**src/rtl/fg_pkg.sv**
```systemverilog
// Package: shared fault indices and the threshold-select mapping.
// Assumes four supervised faults in a fixed order that the status bits expose.
package fg_pkg;
    localparam int NFLT   = 4;
    localparam int F_OV   = 0;
    localparam int F_UV   = 1;
    localparam int F_OT   = 2;
    localparam int F_SC   = 3;

    // Map the unused threshold code onto the highest legal threshold.
    function automatic logic [1:0] legal_sel(input logic [1:0] code);
        return (code == 2'b11) ? 2'b10 : code;
    endfunction
endpackage

```
**src/rtl/fg_sync2.sv**
```systemverilog
// fg_sync2: two-flop synchroniser for W independent asynchronous levels.
// Assumes each bit is a slow level; no bus coherence is provided.
module fg_sync2 #(
    parameter int W = 1
) (
    input  logic         clk,
    input  logic         rst_n,
    input  logic [W-1:0] d_i,
    output logic [W-1:0] q_o
);
    logic [W-1:0] meta;

    // Two register stages to settle metastability.
    always_ff @(posedge clk) begin
        if (!rst_n) begin
            meta <= '0;
            q_o  <= '0;
        end else begin
            meta <= d_i;
            q_o  <= meta;
        end
    end
endmodule

```
**src/rtl/fg_debounce.sv**
```systemverilog
// fg_debounce: synchronises one fault input and qualifies it after lim_i
// consecutive high samples (0 treated as 1). Any low sample restarts.
// Assumes lim_i is quasi-static while a fault is being counted.
module fg_debounce #(
    parameter int CW = 8
) (
    input  logic          clk,
    input  logic          rst_n,
    input  logic          raw_i,
    input  logic [CW-1:0] lim_i,
    output logic          qual_o
);
    logic          smp;
    logic [CW-1:0] cnt;
    logic [CW-1:0] lim_m1;

    fg_sync2 #(.W(1)) u_sync (
        .clk   (clk),
        .rst_n (rst_n),
        .d_i   (raw_i),
        .q_o   (smp)
    );

    // Terminal count, with a zero limit behaving as one.
    always_comb lim_m1 = (lim_i == '0) ? '0 : lim_i - 1'b1;

    // Count consecutive high samples; restart on any low sample.
    always_ff @(posedge clk) begin
        if (!rst_n) begin
            cnt    <= '0;
            qual_o <= 1'b0;
        end else if (!smp) begin
            cnt    <= '0;
            qual_o <= 1'b0;
        end else if (!qual_o) begin
            if (cnt == lim_m1) qual_o <= 1'b1;
            else               cnt    <= cnt + 1'b1;
        end
    end

    AST_DEB_RESTART: assert property (@(posedge clk) disable iff (!rst_n)
        !smp |=> (cnt == '0) && !qual_o);
    AST_DEB_FULL_RUN: assert property (@(posedge clk) disable iff (!rst_n)
        $rose(qual_o) |-> ($past(cnt) == $past(lim_m1)) && $past(smp));
endmodule

```
**src/rtl/fg_ovp_latch.sv**
```systemverilog
// fg_ovp_latch: holds the over-voltage shutdown once a qualified fault is
// seen; only the synchronised supply-collapse flag releases it, and that
// flag also blocks setting.
module fg_ovp_latch (
    input  logic clk,
    input  logic rst_n,
    input  logic ov_qual_i,
    input  logic supply_off_i,
    output logic latched_o
);
    // Supply collapse has priority over a new set.
    always_ff @(posedge clk) begin
        if (!rst_n)            latched_o <= 1'b0;
        else if (supply_off_i) latched_o <= 1'b0;
        else if (ov_qual_i)    latched_o <= 1'b1;
    end

    AST_OVP_HOLD: assert property (@(posedge clk) disable iff (!rst_n)
        latched_o && !supply_off_i |=> latched_o);
    AST_OVP_TAKE: assert property (@(posedge clk) disable iff (!rst_n)
        ov_qual_i && !supply_off_i |=> latched_o);
    AST_OVP_RELEASE: assert property (@(posedge clk) disable iff (!rst_n)
        supply_off_i |=> !latched_o);
endmodule

```
**src/rtl/fg_switch_status.sv**
```systemverilog
// fg_switch_status: registers the active-low bus switch enable from attach
// state and faults, and keeps sticky write-one-to-clear status bits.
// Assumes clr_i is a single-cycle strobe in this clock domain.
module fg_switch_status
    import fg_pkg::*;
(
    input  logic            clk,
    input  logic            rst_n,
    input  logic            attached_i,
    input  logic            ov_latched_i,
    input  logic [NFLT-1:0] fault_q_i,
    input  logic [NFLT-1:0] clr_i,
    output logic            en_n_o,
    output logic [NFLT-1:0] status_o
);
    logic any_fault;

    // Any qualified fault or a held over-voltage latch blocks the switch.
    always_comb any_fault = (|fault_q_i) | ov_latched_i;

    // Switch enable: on only for an attached sink with no fault.
    always_ff @(posedge clk) begin
        if (!rst_n) en_n_o <= 1'b1;
        else        en_n_o <= !(attached_i && !any_fault);
    end

    // Sticky status: a live fault wins over a clear strobe.
    always_ff @(posedge clk) begin
        if (!rst_n) status_o <= '0;
        else        status_o <= (status_o & ~clr_i) | fault_q_i;
    end

    AST_EN_OFF_FAULT: assert property (@(posedge clk) disable iff (!rst_n)
        any_fault |=> en_n_o);
    AST_EN_OFF_DETACH: assert property (@(posedge clk) disable iff (!rst_n)
        !attached_i |=> en_n_o);
    AST_STICKY_SET: assert property (@(posedge clk) disable iff (!rst_n)
        |fault_q_i |=> ((status_o & $past(fault_q_i)) == $past(fault_q_i)));
    AST_STICKY_KEEP: assert property (@(posedge clk) disable iff (!rst_n)
        clr_i == '0 |=> ((status_o & $past(status_o)) == $past(status_o)));
endmodule

```
**src/rtl/vbus_fault_guard.sv**
```systemverilog
// vbus_fault_guard: top of the output fault supervisor. Debounces four
// fault comparators, latches over-voltage shutdown until supply collapse,
// drives the bus switch enable and exposes sticky status.
// Assumes all comparator and attach inputs are asynchronous levels.
module vbus_fault_guard
    import fg_pkg::*;
#(
    parameter int OV_DEB = 1080,
    parameter int UV_DEB = 216,
    parameter int SC_DEB = 22,
    parameter int OT_W   = 16
) (
    input  logic            clk,
    input  logic            rst_n,
    input  logic            ovp_cmp_i,
    input  logic [1:0]      ovp_sel_i,
    output logic [1:0]      ovp_sel_o,
    input  logic            vdd_off_i,
    input  logic            sink_negotiated_i,
    input  logic            cc_rd_seen_i,
    input  logic            uv_cmp_i,
    input  logic            sc_cmp_i,
    input  logic            ot_cmp_i,
    input  logic [OT_W-1:0] ot_deglitch_i,
    input  logic [3:0]      status_clr_i,
    output logic            shutdown_n_o,
    output logic            vbus_en_n_o,
    output logic [3:0]      fault_status_o
);
    localparam int MAXFIX = (OV_DEB > UV_DEB) ? ((OV_DEB > SC_DEB) ? OV_DEB : SC_DEB)
                                              : ((UV_DEB > SC_DEB) ? UV_DEB : SC_DEB);
    localparam int CWFIX  = $clog2(MAXFIX + 1);
    localparam int CW     = (CWFIX > OT_W) ? CWFIX : OT_W;

    logic [NFLT-1:0] raw;
    logic [NFLT-1:0] qual;
    logic [CW-1:0]   lim [NFLT];
    logic [2:0]      ctl_s;
    logic            ov_latched;
    logic            attached;

    // Gather comparators and limits in fault-index order.
    always_comb begin
        raw          = '0;
        raw[F_OV]    = ovp_cmp_i;
        raw[F_UV]    = uv_cmp_i;
        raw[F_OT]    = ot_cmp_i;
        raw[F_SC]    = sc_cmp_i;
        lim[F_OV]    = CW'(OV_DEB);
        lim[F_UV]    = CW'(UV_DEB);
        lim[F_OT]    = CW'(ot_deglitch_i);
        lim[F_SC]    = CW'(SC_DEB);
    end

    for (genvar i = 0; i < NFLT; i++) begin : g_deb
        fg_debounce #(.CW(CW)) u_deb (
            .clk    (clk),
            .rst_n  (rst_n),
            .raw_i  (raw[i]),
            .lim_i  (lim[i]),
            .qual_o (qual[i])
        );
    end

    fg_sync2 #(.W(3)) u_ctl_sync (
        .clk   (clk),
        .rst_n (rst_n),
        .d_i   ({vdd_off_i, cc_rd_seen_i, sink_negotiated_i}),
        .q_o   (ctl_s)
    );

    // Either attach indication counts as an attached sink.
    always_comb attached = ctl_s[0] | ctl_s[1];

    fg_ovp_latch u_ovl (
        .clk          (clk),
        .rst_n        (rst_n),
        .ov_qual_i    (qual[F_OV]),
        .supply_off_i (ctl_s[2]),
        .latched_o    (ov_latched)
    );

    fg_switch_status u_sw (
        .clk          (clk),
        .rst_n        (rst_n),
        .attached_i   (attached),
        .ov_latched_i (ov_latched),
        .fault_q_i    (qual),
        .clr_i        (status_clr_i),
        .en_n_o       (vbus_en_n_o),
        .status_o     (fault_status_o)
    );

    // Outputs: open-drain style shutdown and legalised threshold select.
    always_comb shutdown_n_o = !ov_latched;
    always_comb ovp_sel_o    = legal_sel(ovp_sel_i);

    AST_SHDN_ONLY_OV: assert property (@(posedge clk) disable iff (!rst_n)
        $fell(shutdown_n_o) |-> fault_status_o[F_OV]);
    AST_SEL_PASS: assert property (@(posedge clk) disable iff (!rst_n)
        ovp_sel_i != 2'b11 |-> ovp_sel_o == ovp_sel_i);
endmodule

```
**config.mk**
```make
export PLATFORM = sky130hd
export DESIGN_NAME = vbus_fault_guard
export DESIGN_NICKNAME = d
export VERILOG_FILES = /design/src/rtl/fg_pkg.sv /design/src/rtl/fg_sync2.sv /design/src/rtl/fg_debounce.sv /design/src/rtl/fg_ovp_latch.sv /design/src/rtl/fg_switch_status.sv /design/src/rtl/vbus_fault_guard.sv
export SDC_FILE = /design/constraint.sdc
export NUM_CORES = 1
export LEC_CHECK = 0
export ABC_AREA = 1
export BUFFER_PORTS_ARGS = -buffer_cell sky130_fd_sc_hd__buf_2
export CAP_MARGIN = 20
export CORE_MARGIN = 4
export CORE_UTILIZATION = 28
export CTS_BUF_LIST = sky130_fd_sc_hd__clkbuf_8 sky130_fd_sc_hd__clkbuf_16
export DETAILED_ROUTE_END_ITERATION = 8
export PLACE_DENSITY_LB_ADDON = 0.1
export SKIP_LAST_GASP = 1
export SYNTH_ARGS = -nofsm -noshare
export SYNTH_HDL_FRONTEND = slang
export SYNTH_HIERARCHICAL = 1
export SYNTH_SLANG_ARGS = --single-unit
export TNS_END_PERCENT = 1
```
**constraint.sdc**
```tcl
create_clock -name clk -period 2.7 [get_ports clk]
set_input_delay 0.675 -clock clk [delete_from_list [all_inputs] [get_ports clk]]
set_output_delay 0.675 -clock clk [all_outputs]
set_load 0.02 [all_outputs]
```
======== After elaboration in Yosys (flattened, before gate mapping) ========
Cells that the tools add are included.
operators by class
  $add $sub $neg .......................... 5
  equality and inequality tests ........... 5
  muxes and demuxes ....................... 10
  bitwise logic cells ..................... 14
  reduce and logical (&&, ||, !) cells .... 15
operators with widths
  kind                                                    count
  adder 16 x 1 -> 16 bit (second input constant)          4
  equality test 16 x 11 -> 1 bit (second input constant)  1
  equality test 16 bit                                    1
  equality test 16 x 5 -> 1 bit (second input constant)   1
  equality test 16 x 8 -> 1 bit (second input constant)   1
  zero test 16 bit                                        1
  2-to-1 mux 16 bit                                       1
  AND reduction 2 bit                                     8
  subtractor 16 x 1 -> 16 bit (second input constant)     1
  NOT 1 bit                                               9
  2-to-1 mux 1 bit                                        8
  bitwise AND 4 bit                                       1
  NOT 4 bit                                               1
  OR 4 bit                                                1
  OR reduction 4 bit                                      1
  zero test 1 bit                                         3
  equality test 2 bit (second input constant)             1
  2-to-1 mux 2 bit                                        1
  OR 1 bit                                                2
  OR reduction 2 bit                                      1
  logical AND 1 bit                                       1
storage, ports and cells
  register bits after elaboration ......... 88
  output and inout port bits .............. 8
  logic and storage cells ................. 70

======== Depth between registers and ports, before layout ========
  depth after elaboration ................. 5
  mapped depth ............................ 18
  gate-level depth less buffers ........... 18

======== Modules after synthesis ========
Netlist, hierarchy kept.
by module, submodules not included
  module                                 instances  cells an instance  area each (µm²)
  fg_debounce                            4          308                1841.8
  fg_sync2 at g_deb[0].u_deb.u_sync ...  4          6                  55.1
  fg_switch_status                       1          28                 191.4
  fg_sync2 at u_ctl_sync                 1          18                 165.2
  fg_ovp_latch                           1          5                  35.0
  vbus_fault_guard                       1          9                  33.8

======== Worst setup path after synthesis ========
Ideal clock, no wire load.
  kind .................................... input to register
  start ................................... in ot_deglitch_i[0]
  end ..................................... reg g_deb[2].u_deb.cnt[13]
  library setup time ...................... 0.142 ns
  arrival time ............................ 2.261 ns
  setup slack ............................. 0.297 ns
  stages .................................. 15
  path buffers ............................ 2
  path through ............................ inv_2 ha_1 nand2_2 nor2_2 nand2_4 buf_6 nand3_1 nand2_1 a21oi_1 nand2_1 nor2_2 nand3_4 buf_2 nand3_1 a21oi_2
on the way
  word-level cells in the longest chain between the ends .. 5
  elaborated cells on any way between the ends .. 6
  those cells by class .................... add/sub: 1; eq/ne: 1; mux: 1; bitwise: 1; reduce/logical: 2
RTL lines
  item                                                             line                    source
  start: declaration                                               vbus_fault_guard.sv:24  input logic [OT_W-1:0] ot_deglitch_i,
  subtractor 16 x 1 -> 16 bit or zero test 16 bit (tied branches)  fg_debounce.sv:25       always_comb lim_m1 = (lim_i == '0) ? '0 : lim_i - 1'b1;
  2-to-1 mux 16 bit *                                              fg_debounce.sv:25
  equality test 16 bit *                                           fg_debounce.sv:36       if (cnt == lim_m1) qual_o <= 1'b1;
  NOT 1 bit (no source line) *                                     n/a
  AND reduction 2 bit (no source line) *                           n/a
  end signal: assignment                                           fg_debounce.sv:37       else cnt <= cnt + 1'b1;
  end: declaration                                                 fg_debounce.sv:14       logic [CW-1:0] cnt;
Every way passes the cells marked *; elsewhere a longest branch is shown, timed or not.
A chain may end at the register's enable or synchronous reset.

======== Worst setup path after layout ========
  start ................................... in ot_deglitch_i[0]
  end ..................................... reg g_deb[2].u_deb.cnt[1]
The elaborated chain is that of the path after synthesis.

==> flow_summary.toml <==
[routing]
route.layer.met1.wl_um = 10200
ant_nets = 0
postRouteWirelength_um = 19800
route.vias.total = 7918
wl_met2_um = 8750
vias_per_cell = 4.17
drt-initial-drc-count = 351
dr.pass1.iters = 5
route.met3.wl_um = 553
drc_markers = 0
route.top_layer_used = "met4"
routed_wire_length_per_instance_um = 10.4

[run]
maxCapViolations = 0

[cells_and_area]
layout_area_growth_over_synthesis_pct = 17.8
leading_cell_type_in_the_layout_fill_and_taps_excluded = "sky130_fd_sc_hd__nand2_1"
antenna-diode-count = 0
drive_above_1_share_pct = 14.2
fin_util_pct = 33.7
nets = 1554
final-instance-count-excl-fill = 1898
final_cell_mix = "376 x sky130_fd_sc_hd__nand2_1, 176 x sky130_fd_sc_hd__nand3_1, 166 x sky130_fd_sc_hd__inv_1"
multiInputGateArea_sq_um = 5900
final_design_area_no_fill_sq_um = 9440
sequential_cell_area_sq_um = 1760
filler_cell_count = 3169

[placement]
buffer_ports.inserted = 38
dp.final_hpwl_um = 15700
pre_cts_ws_ps = 40.1
placedInstanceArea_sq_um = 9140
dpl.cell_count = 1882
gp_congestion = 0.793

[timing]
slew_violations = 0
post-route-period-util_pct = 85.3
timing.setup.tns_ps = 0
rsz0062_at_grt = "false"
worst_slew_pin_slew_ps = 756
report.final.hold_viol_count = 0
final_critical_path_setup_slack_ps = 396
relative_slew_slack_pct = 49.5
clock_period_minus_final_worst_setup_slack_ps = 2300
fmax_mhz = 434
clock-skew-final_ps = 12.4
setup_viol = 0

[clocking]
clkSlewWorstSetupHoldPaths_ps = 60
cts_hold_buffers = 0
post_cts_resize_count = 0
worstSkewPairLatency_ps = 350
tritoncts = "built"
clkSinkCount = 88
cts.repair_timing.setup_buffer_count = 0
ctsHtreeMaxLevel = 3
cts_root_buffer = "sky130_fd_sc_hd__clkbuf_16"
ctsLongestPathBuffers = 2
cts_buffers = 9

[grt]
grt.overflow.total = 0
grt_pass1_vias = 7119
largest_net_degree_at_the_start_of_global_routing = 31
track_usage_pct = 12.8
number_of_antenna_violations_at_the_first_check_in_global_routing = 0
grt_first_pass_wirelength_um = 33700

[yosys]
post_synth_mux_area_share_pct = 0
synth_compound_gate_area_share_pct = 7.37
post_synth.cell_area_avg_sq_um = 6.09
ys_ff_latch = 88
postSynth.asyncResetShare_pct = 0
synth_top_area_share_pct = 22.0
number_of_distinct_library_cells_after_synthesis = 28
yosysWarningCount = 6
synthesis.area_sq_um = 8010
synth_top_cell_by_area = "sky130_fd_sc_hd__dfxtp_1"
synthesis.instances = 1316
synth_top_family_by_area = "simple AND/OR/NAND/NOR gates"
synthFlopType = "sky130_fd_sc_hd__dfxtp_1"
fraction_of_the_mapped_netlist_area_in_adder_cells_pct = 1.25
sequential_share_of_the_synthesized_area_pct = 22.0
cell_types_with_the_largest_area_share_after_synthesis = "sky130_fd_sc_hd__dfxtp_1 22%, sky130_fd_sc_hd__nand2_1 18%, sky130_fd_sc_hd__nand3_1 11%"
simple_logic_cell_fraction_of_the_synthesized_area_pct = 50.3
synth_edf_count = 0
synth_xor_xnor_area_share_pct = 7.00

[die]
placement_rows = 61
die-width_um = 177
initial_utilization_pct = 28.6
top_level_ports = 39
total_die_area_sq_um = 31400
coreArea_sq_um = 28000
die_height_um = 177

[worst_setup_path]
critical-path-top-cell-by-count = "sky130_fd_sc_hd__nand2_1"
crit_path_start_kind = "primary input"
worst_path_largest_cell_delay_ps = 220
path_max_fanout = 30
setup.worst_path.end_class = "flop"
worst-setup-path-type = "primary input to flop"
critical_path.n_buffers_inverters = 3
critical_path.cell_chain = "buf_2 > inv_2 > ha_1 > nand2_2 > nor2_2 > nand2_4 > nand2_1 > nand2_1 > a21oi_1 > nand2_1 > nor2_2 > nand3_4 > nand2_4 > inv_2 > nor2_1 > nor2_1"
critical_path.top_delay_family = "simple AND/OR/NAND/NOR gates"
worstPathArrival_ps = 2540
cpMaxStageDelayCell = "sky130_fd_sc_hd__nand2_4"
critical_path_required_ps = 2940

[run_status]
outcome = "finished, final reports clean"

[power_and_ir_drop]
power_per_cell_area_nw_per_um2 = 315
power_leakage_uw = 0.00426
vdd.ir_drop.worst_v = 0.000280

[min_path]
worst_hold_path_type = "flop to flop"
-- synthesized netlist by cell type, types with 4 or more instances --
library cell	number
sky130_fd_sc_hd__and2_1	4
sky130_fd_sc_hd__o21ai_0	8
sky130_fd_sc_hd__nand2_1	376
sky130_fd_sc_hd__ha_1	8
sky130_fd_sc_hd__nor2_1	121
sky130_fd_sc_hd__buf_2	4
sky130_fd_sc_hd__nand4_1	44
sky130_fd_sc_hd__a21oi_1	28
sky130_fd_sc_hd__o21bai_1	8
sky130_fd_sc_hd__nor3_1	28
sky130_fd_sc_hd__nand3b_1	4
sky130_fd_sc_hd__dfxtp_1	88
sky130_fd_sc_hd__nand2_4	12
sky130_fd_sc_hd__inv_2	16
sky130_fd_sc_hd__clkinv_1	4
sky130_fd_sc_hd__nand3_1	176
sky130_fd_sc_hd__xor2_1	64
sky130_fd_sc_hd__nand3_4	4
sky130_fd_sc_hd__nor2_2	20
sky130_fd_sc_hd__buf_6	12
sky130_fd_sc_hd__nor4_1	12
sky130_fd_sc_hd__a21oi_2	40
sky130_fd_sc_hd__buf_12	4
sky130_fd_sc_hd__nor2_4	12
sky130_fd_sc_hd__nand2_2	44
sky130_fd_sc_hd__inv_1	164
sky130_fd_sc_hd__clkbuf_1	9
-- state kept, by name (all words and copies together), names as in the netlist --
name                     count
g_deb.u_deb/u_sync/q_o       4
u_sw/en_n_o                  1
g_deb.u_deb/qual_o           4
g_deb.u_deb/u_sync/meta      4
u_ovl/latched_o              1
u_sw/status_o                4
u_ctl_sync/meta              3
g_deb.u_deb/cnt             64
u_ctl_sync/q_o               3
-- report_power, final --
group | leakage (uW) | switching, uW | internal, uW
clock | 0.000147 | 535 | 738
combinational | 0.00340 | 244 | 138
sequential | 0.000712 | 5.40 | 1310
total | 0.00426 | 784 | 2190
-- worst paths after layout --
check                                   from                   endpoint  slack (ps)  cells past startpoint
setup reg to reg       g_deb[2].u_deb/cnt[0]     g_deb[2].u_deb/cnt[13]         730                      8
setup / recovery            ot_deglitch_i[0]      g_deb[2].u_deb/cnt[1]         400                     16
hold / removal    g_deb[0].u_deb/u_sync/meta  g_deb[0].u_deb/u_sync/q_o         410                      2
hold reg to reg   g_deb[0].u_deb/u_sync/meta  g_deb[0].u_deb/u_sync/q_o         410                      2
-- final cells by class --
| cell class | count | area share (%) |
|---|---|---|
| sequential | 88 | 18.7 |
| tap | 378 | 5.01 |
| timing repair buffer | 54 | 3.29 |
| clock inverter | 6 | 0.650 |
| inverter | 184 | 7.32 |
| multi-input combinational | 1178 | 62.5 |
| clock buffer | 10 | 2.53 |
-- worst reg2reg max path: stages (launching register included) --
cell and delay, ps:
sky130_fd_sc_hd__dfxtp_1 440, sky130_fd_sc_hd__inv_1 100, sky130_fd_sc_hd__nor3_1 390, sky130_fd_sc_hd__nand2_1 220
sky130_fd_sc_hd__nor3_1 190, sky130_fd_sc_hd__nand4_1 120, sky130_fd_sc_hd__xor2_1 180, sky130_fd_sc_hd__nand3_1 120
sky130_fd_sc_hd__a21oi_2 140
-- cells by family (layout without fill, tap and decap cells) --
logic type / after synthesis / after routing
simple gates: 857 / 857
fa+ha+maj: 8 / 8
compound gates: 84 / 84
flops: 88 / 88
other cells: 2 / 165
buf+inv: 213 / 254
xor+xnor: 64 / 64
-- per-layer routing --
layer  vias to the layer above  GRT usage [%]
met5                         -              0
met4                         0           3.42
met3                        19           1.97
met2                        83           20.3
met1                      3404           18.0
li1                       4412              -
-- stage by stage --
stage | total power (uW) | hold slack (ps)
floorplan | 1630 | 386
global placement | 1700 | 392
detailed placement | 1700 | 395
CTS | 3000 | 408
global route | 3140 | 418
finish | 2970 | 407
(Power assumes the default switching activity.)
